**config.mk**
```make
export PLATFORM = sky130hd
export DESIGN_NAME = sync_rx_master
export DESIGN_NICKNAME = d
export VERILOG_FILES = /design/src/rtl/sync_rx_pkg.sv /design/src/rtl/sync_rx_baud.sv /design/src/rtl/sync_rx_shift.sv /design/src/rtl/sync_rx_fifo.sv /design/src/rtl/sync_rx_master.sv
export SDC_FILE = /design/constraint.sdc
export NUM_CORES = 1
export LEC_CHECK = 0
export ABC_AREA = 0
export CORE_ASPECT_RATIO = 0.9
export CORE_MARGIN = 4
export CORE_UTILIZATION = 49
export DETAILED_ROUTE_END_ITERATION = 8
export GPL_ROUTABILITY_DRIVEN = 0
export GPL_TIMING_DRIVEN = 1
export HOLD_SLACK_MARGIN = 0.05
export PLACE_DENSITY = 0.75
export SYNTH_ARGS = -nofsm -noshare
export SYNTH_HDL_FRONTEND = slang
export SYNTH_SLANG_ARGS = --single-unit
```
**constraint.sdc**
```tcl
create_clock -name clk -period 1.2 [get_ports clk]
set_input_delay 0.3 -clock clk [delete_from_list [all_inputs] [get_ports clk]]
set_output_delay 0.3 -clock clk [all_outputs]
set_load 0.005 [all_outputs]
```
**src/rtl/sync_rx_pkg.sv**
```systemverilog
package sync_rx_pkg;
  localparam int RX_DATA_W = 8;
  localparam int RX_WORD_MAX = RX_DATA_W + 1;

  typedef struct packed {
    logic                 bit9;
    logic [RX_DATA_W-1:0] data;
  } rx_word_t;

  typedef struct packed {
    logic single;
    logic cont;
    logic nine;
    logic ie;
  } rx_ctl_t;
endpackage

```
**src/rtl/sync_rx_baud.sv**
```systemverilog
module sync_rx_baud #(
  parameter int DIV_W = 8
) (
  input  logic             clk,
  input  logic             rst_n,
  input  logic             run,
  input  logic [DIV_W-1:0] div,
  output logic             sclk,
  output logic             fall_tick
);
  localparam int CNT_W = DIV_W + 2;

  logic [CNT_W-1:0] cnt_q, cnt_d, half_m1;
  logic             sclk_q, sclk_d;
  logic             expire;

  // half period is (div+1)*2 cycles, so its last count is 2*div+1
  assign half_m1 = {1'b0, div, 1'b1};
  assign expire  = run && (cnt_q == half_m1);

  always_comb begin
    cnt_d  = cnt_q;
    sclk_d = sclk_q;
    if (!run) begin
      cnt_d  = '0;
      sclk_d = 1'b0;
    end else if (expire) begin
      cnt_d  = '0;
      sclk_d = !sclk_q;
    end else begin
      cnt_d = cnt_q + 1'b1;
    end
  end

  always_ff @(posedge clk or negedge rst_n) begin
    if (!rst_n) begin
      cnt_q  <= '0;
      sclk_q <= 1'b0;
    end else begin
      cnt_q  <= cnt_d;
      sclk_q <= sclk_d;
    end
  end

  assign sclk      = sclk_q;
  assign fall_tick = expire && sclk_q;

  p_sclk_idle_r1: assert property (@(posedge clk) disable iff (!rst_n)
    !run |=> !sclk);
  p_cnt_bound_r1: assert property (@(posedge clk) disable iff (!rst_n)
    cnt_q <= half_m1 || !run);
endmodule

```
**src/rtl/sync_rx_shift.sv**
```systemverilog
module sync_rx_shift
  import sync_rx_pkg::*;
(
  input  logic     clk,
  input  logic     rst_n,
  input  logic     run,
  input  logic     tick,
  input  logic     sdi,
  input  logic     nine,
  output logic     done,
  output rx_word_t word
);
  localparam int BIT_W = $clog2(RX_WORD_MAX + 1);

  logic [RX_WORD_MAX-1:0] sh_q, sh_nx;
  logic [BIT_W-1:0]       bit_q, bit_d, last_idx;
  logic                   shift_en;

  assign last_idx = nine ? BIT_W'(RX_WORD_MAX - 1) : BIT_W'(RX_DATA_W - 1);
  assign shift_en = run && tick;
  assign sh_nx    = {sdi, sh_q[RX_WORD_MAX-1:1]};
  assign done     = shift_en && (bit_q == last_idx);

  always_comb begin
    bit_d = bit_q;
    if (!run)          bit_d = '0;
    else if (done)     bit_d = '0;
    else if (shift_en) bit_d = bit_q + 1'b1;
  end

  always_ff @(posedge clk or negedge rst_n) begin
    if (!rst_n) bit_q <= '0;
    else        bit_q <= bit_d;
  end

  always_ff @(posedge clk) begin
    if (shift_en) sh_q <= sh_nx;
  end

  // word view of the register including the bit sampled this cycle
  always_comb begin
    if (nine) begin
      word.data = sh_nx[RX_DATA_W-1:0];
      word.bit9 = sh_nx[RX_WORD_MAX-1];
    end else begin
      word.data = sh_nx[RX_WORD_MAX-1:1];
      word.bit9 = 1'b0;
    end
  end

  p_bitcnt_bound_r2: assert property (@(posedge clk) disable iff (!rst_n)
    bit_q <= BIT_W'(RX_WORD_MAX - 1));
  p_idle_clear_r4: assert property (@(posedge clk) disable iff (!rst_n)
    !run |=> bit_q == '0);
endmodule

```
**src/rtl/sync_rx_fifo.sv**
```systemverilog
module sync_rx_fifo
  import sync_rx_pkg::*;
#(
  parameter int DEPTH = 2
) (
  input  logic     clk,
  input  logic     rst_n,
  input  logic     push,
  input  logic     pop,
  input  rx_word_t din,
  output rx_word_t dout,
  output logic     empty,
  output logic     full
);
  localparam int PTR_W = (DEPTH > 1) ? $clog2(DEPTH) : 1;
  localparam int CNT_W = $clog2(DEPTH + 1);

  rx_word_t         mem_q [DEPTH];
  logic [PTR_W-1:0] wp_q, wp_d, rp_q, rp_d;
  logic [CNT_W-1:0] cnt_q, cnt_d;
  logic             wr, rd;

  function automatic logic [PTR_W-1:0] ptr_inc(input logic [PTR_W-1:0] p);
    return (p == PTR_W'(DEPTH - 1)) ? '0 : p + 1'b1;
  endfunction

  assign empty = (cnt_q == '0);
  assign full  = (cnt_q == CNT_W'(DEPTH));
  assign wr    = push && !full;
  assign rd    = pop && !empty;

  always_comb begin
    wp_d  = wr ? ptr_inc(wp_q) : wp_q;
    rp_d  = rd ? ptr_inc(rp_q) : rp_q;
    cnt_d = cnt_q + CNT_W'(wr) - CNT_W'(rd);
  end

  always_ff @(posedge clk or negedge rst_n) begin
    if (!rst_n) begin
      wp_q  <= '0;
      rp_q  <= '0;
      cnt_q <= '0;
    end else begin
      wp_q  <= wp_d;
      rp_q  <= rp_d;
      cnt_q <= cnt_d;
    end
  end

  for (genvar g = 0; g < DEPTH; g++) begin : g_slot
    always_ff @(posedge clk) begin
      if (wr && (wp_q == PTR_W'(g))) mem_q[g] <= din;
    end
  end

  assign dout = mem_q[rp_q];

  p_no_overflow_r7: assert property (@(posedge clk) disable iff (!rst_n)
    push |-> !full);
  p_count_bound_r7: assert property (@(posedge clk) disable iff (!rst_n)
    cnt_q <= CNT_W'(DEPTH));
endmodule

```
**src/rtl/sync_rx_master.sv**
```systemverilog
module sync_rx_master
  import sync_rx_pkg::*;
#(
  parameter int DIV_W      = 8,
  parameter int FIFO_DEPTH = 2
) (
  input  logic                 clk,
  input  logic                 rst_n,
  input  logic                 ctl_we,
  input  logic                 ctl_single,
  input  logic                 ctl_cont,
  input  logic                 ctl_nine,
  input  logic                 ctl_ie,
  input  logic [DIV_W-1:0]     baud_div,
  input  logic                 rd_pop,
  input  logic                 sdata_i,
  output logic                 sclk_o,
  output logic [RX_DATA_W-1:0] rd_data,
  output logic                 rd_bit9,
  output logic                 st_single,
  output logic                 st_cont,
  output logic                 st_ovr,
  output logic                 rx_flag,
  output logic                 irq
);
  logic [1:0] rst_sync_q;
  logic       rst_i;
  rx_ctl_t    ctl_q, ctl_d;
  logic       ovr_q, ovr_d;
  logic       run, fall_tick, word_done, push, fifo_empty, fifo_full;
  rx_word_t   shift_word, head;

  // asynchronous assertion, synchronous release
  always_ff @(posedge clk or negedge rst_n) begin
    if (!rst_n) rst_sync_q <= 2'b00;
    else        rst_sync_q <= {rst_sync_q[0], 1'b1};
  end
  assign rst_i = rst_sync_q[1];

  assign run  = (ctl_q.single || ctl_q.cont) && !ovr_q;
  assign push = word_done && !fifo_full && !ovr_q;

  always_comb begin
    ctl_d = ctl_q;
    if (ctl_we) begin
      ctl_d.single = ctl_single;
      ctl_d.cont   = ctl_cont;
      ctl_d.nine   = ctl_nine;
      ctl_d.ie     = ctl_ie;
    end else if (word_done) begin
      ctl_d.single = 1'b0;
    end
  end

  always_comb begin
    ovr_d = ovr_q;
    if (ctl_we && !ctl_cont)     ovr_d = 1'b0;
    else if (word_done && fifo_full) ovr_d = 1'b1;
  end

  always_ff @(posedge clk or negedge rst_i) begin
    if (!rst_i) begin
      ctl_q <= '0;
      ovr_q <= 1'b0;
    end else begin
      ctl_q <= ctl_d;
      ovr_q <= ovr_d;
    end
  end

  sync_rx_baud #(.DIV_W(DIV_W)) u_baud (
    .clk       (clk),
    .rst_n     (rst_i),
    .run       (run),
    .div       (baud_div),
    .sclk      (sclk_o),
    .fall_tick (fall_tick)
  );

  sync_rx_shift u_shift (
    .clk   (clk),
    .rst_n (rst_i),
    .run   (run),
    .tick  (fall_tick),
    .sdi   (sdata_i),
    .nine  (ctl_q.nine),
    .done  (word_done),
    .word  (shift_word)
  );

  sync_rx_fifo #(.DEPTH(FIFO_DEPTH)) u_fifo (
    .clk   (clk),
    .rst_n (rst_i),
    .push  (push),
    .pop   (rd_pop),
    .din   (shift_word),
    .dout  (head),
    .empty (fifo_empty),
    .full  (fifo_full)
  );

  assign rd_data   = head.data;
  assign rd_bit9   = head.bit9;
  assign st_single = ctl_q.single;
  assign st_cont   = ctl_q.cont;
  assign st_ovr    = ovr_q;
  assign rx_flag   = !fifo_empty;
  assign irq       = rx_flag && ctl_q.ie;

  p_ovr_halts_r8: assert property (@(posedge clk) disable iff (!rst_i)
    st_ovr |=> !sclk_o);
  p_ovr_sticky_r9: assert property (@(posedge clk) disable iff (!rst_i)
    st_ovr && !(ctl_we && !ctl_cont) |=> st_ovr);
  p_flag_after_push_r10: assert property (@(posedge clk) disable iff (!rst_i)
    push |=> rx_flag);
  p_single_clears_r3: assert property (@(posedge clk) disable iff (!rst_i)
    word_done && !ctl_we |=> !st_single);
endmodule

```
Word level (Yosys, flattened, before mapping):

Memories as Yosys holds them, arrays and structs flattened.
Cells that the tools add are included.

* divide/modulo/power cells: 0
* bitwise gates (word level): 1
* eq/ne operators: 5
* muxes and demuxes: 22
* reductions and logical operators: 24
* magnitude comparators: 0
* shifts and indexed selects: 0
* multipliers: 0
* add/sub/neg operators: 6

Operators with widths (count)
* $mux W10: 2
* $mux W9: 2
* $mux W4: 4
* $logic_and A1 B1 Y1: 14
* $mux W1: 14
* $add A10 B1 Y10 const B: 1
* $eq A10 B9 Y1: 1
* $reduce_or A9 Y1: 1
* $logic_not A1 Y1: 5
* $add A4 B1 Y4 const B: 1
* $eq A4 B4 Y1: 1
* $reduce_bool A2 Y1: 2
* $ne A3 B2 Y1 const B: 1
* $add A1 B1 Y1 const B: 2
* $add A2 B1 Y2: 1
* $eq A2 B2 Y1 const B: 1
* $logic_not A2 Y1: 1
* $ne A2 B2 Y1 const B: 1
* $sub A2 B1 Y2: 1
* $logic_or A1 B1 Y1: 1
* $not A1 Y1: 1

* latch bits: 0
* output and inout port bits: 15
* logic and storage cells: 72
* bits in writable memories: 18
* bits of input ports: 17
* memories: 1
* ROM bits: 0
* register bits after elaboration: 35

Memory list
* u_fifo.mem_q: depth 2, width 9, read ports 1, clocked after memory_dff 0, wr ports 1, line sync_rx_fifo.sv:18 `rx_word_t mem_q [DEPTH];`

Depth between registers and ports, before layout:

* word-level depth: 14
* depth in mapped cells: 7

By module:

From an unflattened synthesis, not the netlist that was laid out.

* cell total of the unflattened synthesis: 178
* area total of the unflattened synthesis: 2389.8 sq um

Modules (own cells, without submodules)
* sync_rx_fifo: sequential area each 640.6 sq um, cells each 46, times used 1, area each 855.8 sq um
* sync_rx_baud: sequential area each 275.3 sq um, cells each 63, times used 1, area each 638.1 sq um
* sync_rx_shift: sequential area each 340.3 sq um, cells each 47, times used 1, area each 629.4 sq um
* sync_rx_master: sequential area each 175.2 sq um, cells each 22, times used 1, area each 266.5 sq um

Worst setup path after synthesis:

OpenSTA, ideal clock, no wires.

* kind: register to register
* from: register u_baud.cnt_q[8]
* to: memory u_fifo.mem_q[0][0] (netlist bit), enable pin
* setup slack: -1.125 ns
* stages on the path, launching flop included: 6
* library setup time: 0.375 ns
* arrival: 1.950 ns
* clock period less this slack: 2.325 ns
* cells stage by stage: dfrtp_1 -> xor2_1 -> a2111oi_4 -> nand4_4 -> nor4_4 -> nor2b_1

* longest elaborated chain between the ends: 13

Ends and longest elaborated chain
* start: declaration: line sync_rx_baud.sv:13 `logic [CNT_W-1:0] cnt_q, cnt_d, half_m1;`
* start signal: assignment: line sync_rx_baud.sv:40 `cnt_q <= cnt_d;`
* $eq A10 B9 Y1 (*): line sync_rx_baud.sv:19 `assign expire = run && (cnt_q == half_m1);`
* $logic_and A1 B1 Y1 (*): line sync_rx_baud.sv:19
* $logic_and A1 B1 Y1 (*): line sync_rx_baud.sv:46 `assign fall_tick = expire && sclk_q;`
* $logic_and A1 B1 Y1 (*): line sync_rx_shift.sv:20 `assign shift_en = run && tick;`
* $logic_and A1 B1 Y1 (*): line sync_rx_shift.sv:22 `assign done = shift_en && (bit_q == last_idx);`
* $logic_and A1 B1 Y1 (*) (2 in a row): line sync_rx_master.sv:41 `assign push = word_done && !fifo_full && !ovr_q;`
* $logic_and A1 B1 Y1 (*): line sync_rx_fifo.sv:29 `assign wr = push && !full;`
* $logic_and A1 B1 Y1: line sync_rx_fifo.sv:52 `if (wr && (wp_q == PTR_W'(g))) mem_q[g] <= din;`
* $mux W1: line sync_rx_fifo.sv:52
* $mux W1 (not written as such): line sync_rx_fifo.sv:52
* $reduce_or A9 Y1 (no line)
* $mux W1 (no line)
* end: declaration: line sync_rx_fifo.sv:18

Every way passes the cells marked *; elsewhere a longest branch is shown, timed or not.

Worst setup path in the final report:

* from: register u_baud.cnt_q[8]
* to: register u_shift.bit_q[3]

* longest elaborated chain between the ends: 7

Ends and longest elaborated chain
* $eq A10 B9 Y1 (*): line sync_rx_baud.sv:19
* $logic_and A1 B1 Y1 (*): line sync_rx_baud.sv:19
* $logic_and A1 B1 Y1 (*): line sync_rx_baud.sv:46
* $logic_and A1 B1 Y1 (*): line sync_rx_shift.sv:20
* $logic_and A1 B1 Y1: line sync_rx_shift.sv:22
* $mux W4: line sync_rx_shift.sv:27 `else if (done) bit_d = '0;`
* $mux W4: line sync_rx_shift.sv:26 `if (!run) bit_d = '0;`
* end signal: assignment: line sync_rx_shift.sv:33 `else bit_q <= bit_d;`
* end: declaration: line sync_rx_shift.sv:16 `logic [BIT_W-1:0] bit_q, bit_d, last_idx;`

Marks and branches as above.
A chain may end at the register's enable or synchronous reset.

==> results by group <==
Timing
  – Fin crit period: 2070 ps
  – Setup ws final: -875 ps
  – Fmax: 0.482 GHz
  – Final setup violation count: 72
  – Slew Limit Fails: 0
  – Clock skew: 9.84 ps
  – Final hold vios: 0
  – Period utilisation layout: 173%
  – WHS: 160 ps
  – Unrepaired setup endpoints after global routing: true

Status
  – Failing checks: setup timing
  – Outcome: finished with violations

Finish
  – Fin util: 79.6%
  – P&R area growth vs syn: 54.8%
  – Ant diodes: 0
  – Nets: 286
  – Share of post-route cells with drive strength above 1: 53.8%

Worst setup path
  – Critical Path Source Type: flop
  – CP Data Arrival Time: 2300 ps
  – CP required: 1420 ps
  – Critical path class: flop to flop
  – Critical path capture point type: flop
  – Worst-path maximum fanout: 2

Logic synthesis
  – Ys flop type: edfxtp_1
  – Avg Cell Area, Syn: 13.8 um2
  – Mapped Nets: 191
  – Post-synthesis sequential area ratio: 61.2%
  – Ranking of synthesized cells by area: edfxtp_1, dfrtp_1, mux2_2, xor2_1, xnor2_1
  – Async set-reset flop share out of synthesis: 50.0%
  – Register bit total from synthesis: 52
  – Syn Std Cell Area: 0.00234 mm2
  – Post-synth top area share: 33.4%
  – Cell count after synthesis: 170
  – Most common library cells after synthesis: dfrtp_1, edfxtp_1, mux2_2, nor2_1, xor2_1
  – Yosys cell types: 38
  – Largest area contributor in the netlist: edfxtp_1
  – Post-synth EDFFs: 26
  – Yosys warnings: 0

Floorplan
  – Die W: 80.8 um
  – Core area: 0.00455 mm2
  – Row count: 23
  – Die Area: 0.00595 mm2
  – Initial Util: 51.5%
  – Chip Height: 73.6 um
  – I/O Pins: 32

Drt
  – Via count: 1,712
  – 1st-pass router iterations: 4
  – Post-DR wirelength/cell: 17.0 um
  – Via-per-instance ratio: 5.22
  – DRC: 0
  – Final wirelength: 5.58 mm
  – Initial DRC Count: 97
  – DRT antenna net count: 0

Clocking
  – Post-CTS Hold Fix Bufs: 0
  – Worst skew pair latency: 300 ps
  – CTS tree: done
  – Worst-path clk slew: 90 ps
  – Clock Path Buffers: 2
  – Clock root buffer master: clkbuf_8
  – Clk sinks: 52
  – H-tree levels: 2
  – Num CTS Buffers: 5

GRT
  – Initial antenna violation count: 0
  – Global-route wire length before repair: 8.34 mm
  – Pin count of the biggest net entering global routing: 25
  – Gr ovfl total: 0
  – Number of global-route vias before repair: 1,827
  – GRT Total Usage: 19.0%

Flow run
  – Number of max-cap violations: 0

Placed design
  – I/O Buffers: 31
  – HPWL Detailed: 3.29 mm
  – Pre-CTS setup slack: -1220 ps

Pwr
  – Leakage: 1.51 nW
  – PwrDens: 1370 mW/mm2
  – Peak VDD IR: 1.27 mV

Min path
  – Hold Path Class: primary input to async pin
## timing repair
item	4_1_cts	5_1_grt
cloned	2	0
gates resized for setup	119	40
hold endpoints to repair	0	0
pin swaps	13	8
endpoints found under the setup margin	78	79
setup buffers	22	10
## cell families after synthesis
family | after synthesis | share of synthesized area [%]
xor gates and xnor gates | 20 | 7.49
muxes | 20 | 9.63
adders and majority gates | 4 | 2.14
and+or+nand+nor | 49 | 12.7
AOI/OAI and AO/OA | 16 | 5.45
DFF | 52 | 61.2
buffers and inverters | 8 | 1.28
other | 1 | 0.160
## per-stage QoR
step,cell area [um2],power [W],TNS [ps],std cells
final,3620,0.00497,-36320,328
after global routing,3620,0.00522,-41460,328
after CTS,3450,0.00476,-34940,325
after detailed placement,2980,0.00329,-52150,293
after global placement,2980,0.00325,-49580,293
after floorplan,2350,0.00269,-22350,170
## sequential cells by signal (all words and copies together) (netlist names)
| name | flops |
|---|---|
| st_ovr | 1 |
| u_baud.cnt_q | 10 |
| ctl_q | 2 |
| st_single | 1 |
| u_fifo.cnt_q | 2 |
| st_cont | 1 |
| u_baud.sclk | 1 |
| u_fifo.wp_q | 1 |
| u_shift.bit_q | 4 |
| u_fifo.rp_q | 1 |
| u_shift.sh_q | 8 |
| rst_sync_q | 2 |
| u_fifo.mem_q | 18 |
## power by group
| group | total [W] | switching (W) | internal (W) |
|---|---|---|---|
| clock | 0.000965 | 0.000549 | 0.000415 |
| combinational | 0.00193 | 0.000728 | 0.00120 |
| sequential | 0.00208 | 0.0000866 | 0.00199 |
## worst max-delay path: stages (launching register included)
cell and delay, ps:
dfrtp_1 420, xor2_2 180, a2111oi_4 400, nand4_4 180
buf_6 160, or4_1 500, a21oi_1 160
## cell type report
cell class / count / area (um2)
clock buffers: 6 / 72.6
clock inverters: 2 / 16.3
fillers: 264 / 926
inverters: 6 / 35.0
multi-input cells: 111 / 1100
flip-flops and latches: 52 / 1430
well taps: 62 / 77.6
repair buffers: 89 / 883
## worst paths after layout
kind | start | endpoint | slack, ps | depth (start not counted)
worst min-delay path | rst_n | rst_sync_q[0] | 160 | 1
worst max register to register | u_baud.cnt_q[8] | u_shift.bit_q[3] | -870 | 6
min in group clk | rst_sync_q[0] | rst_sync_q[1] | 370 | 0
worst min register to register | rst_sync_q[1] | st_single | 220 | 1
max in group asynchronous | rst_sync_q[1] | u_fifo.rp_q | 730 | 1
worst max-delay path | u_baud.cnt_q[8] | u_shift.bit_q[3] | -870 | 6
## cell usage in the layout (no fill, tap or decap), types with 2 or more instances in the layout
cell type and instances:
a21oi_1 3, a21oi_2 2, and2_1 2, and2_4 5, and3_4 4, buf_12 3, buf_2 4, buf_4 32
buf_6 31, buf_8 2, clkbuf_8 5, clkdlybuf4s50_1 13, dfrtp_1 25, dlygate4sd2_1 3, edfxtp_1 26, ha_1 2
inv_1 5, mux2_2 13, mux2_4 7, nand2_1 6, nand3_1 2, nand3b_1 2, nor2_1 5, nor2_2 4
nor2_4 4, o21ai_1 2, xnor2_1 5, xnor2_2 3, xor2_1 10, xor2_2 2
## per-layer routing
metal,track usage [%],vias up,routed length (um)
met2,33.9,58,3000
met4,5.82,0,96
met3,5.27,12,271
li1,-,794,-
met1,22.1,848,2210
met5,0,-,0
(Power assumes the default switching activity.)
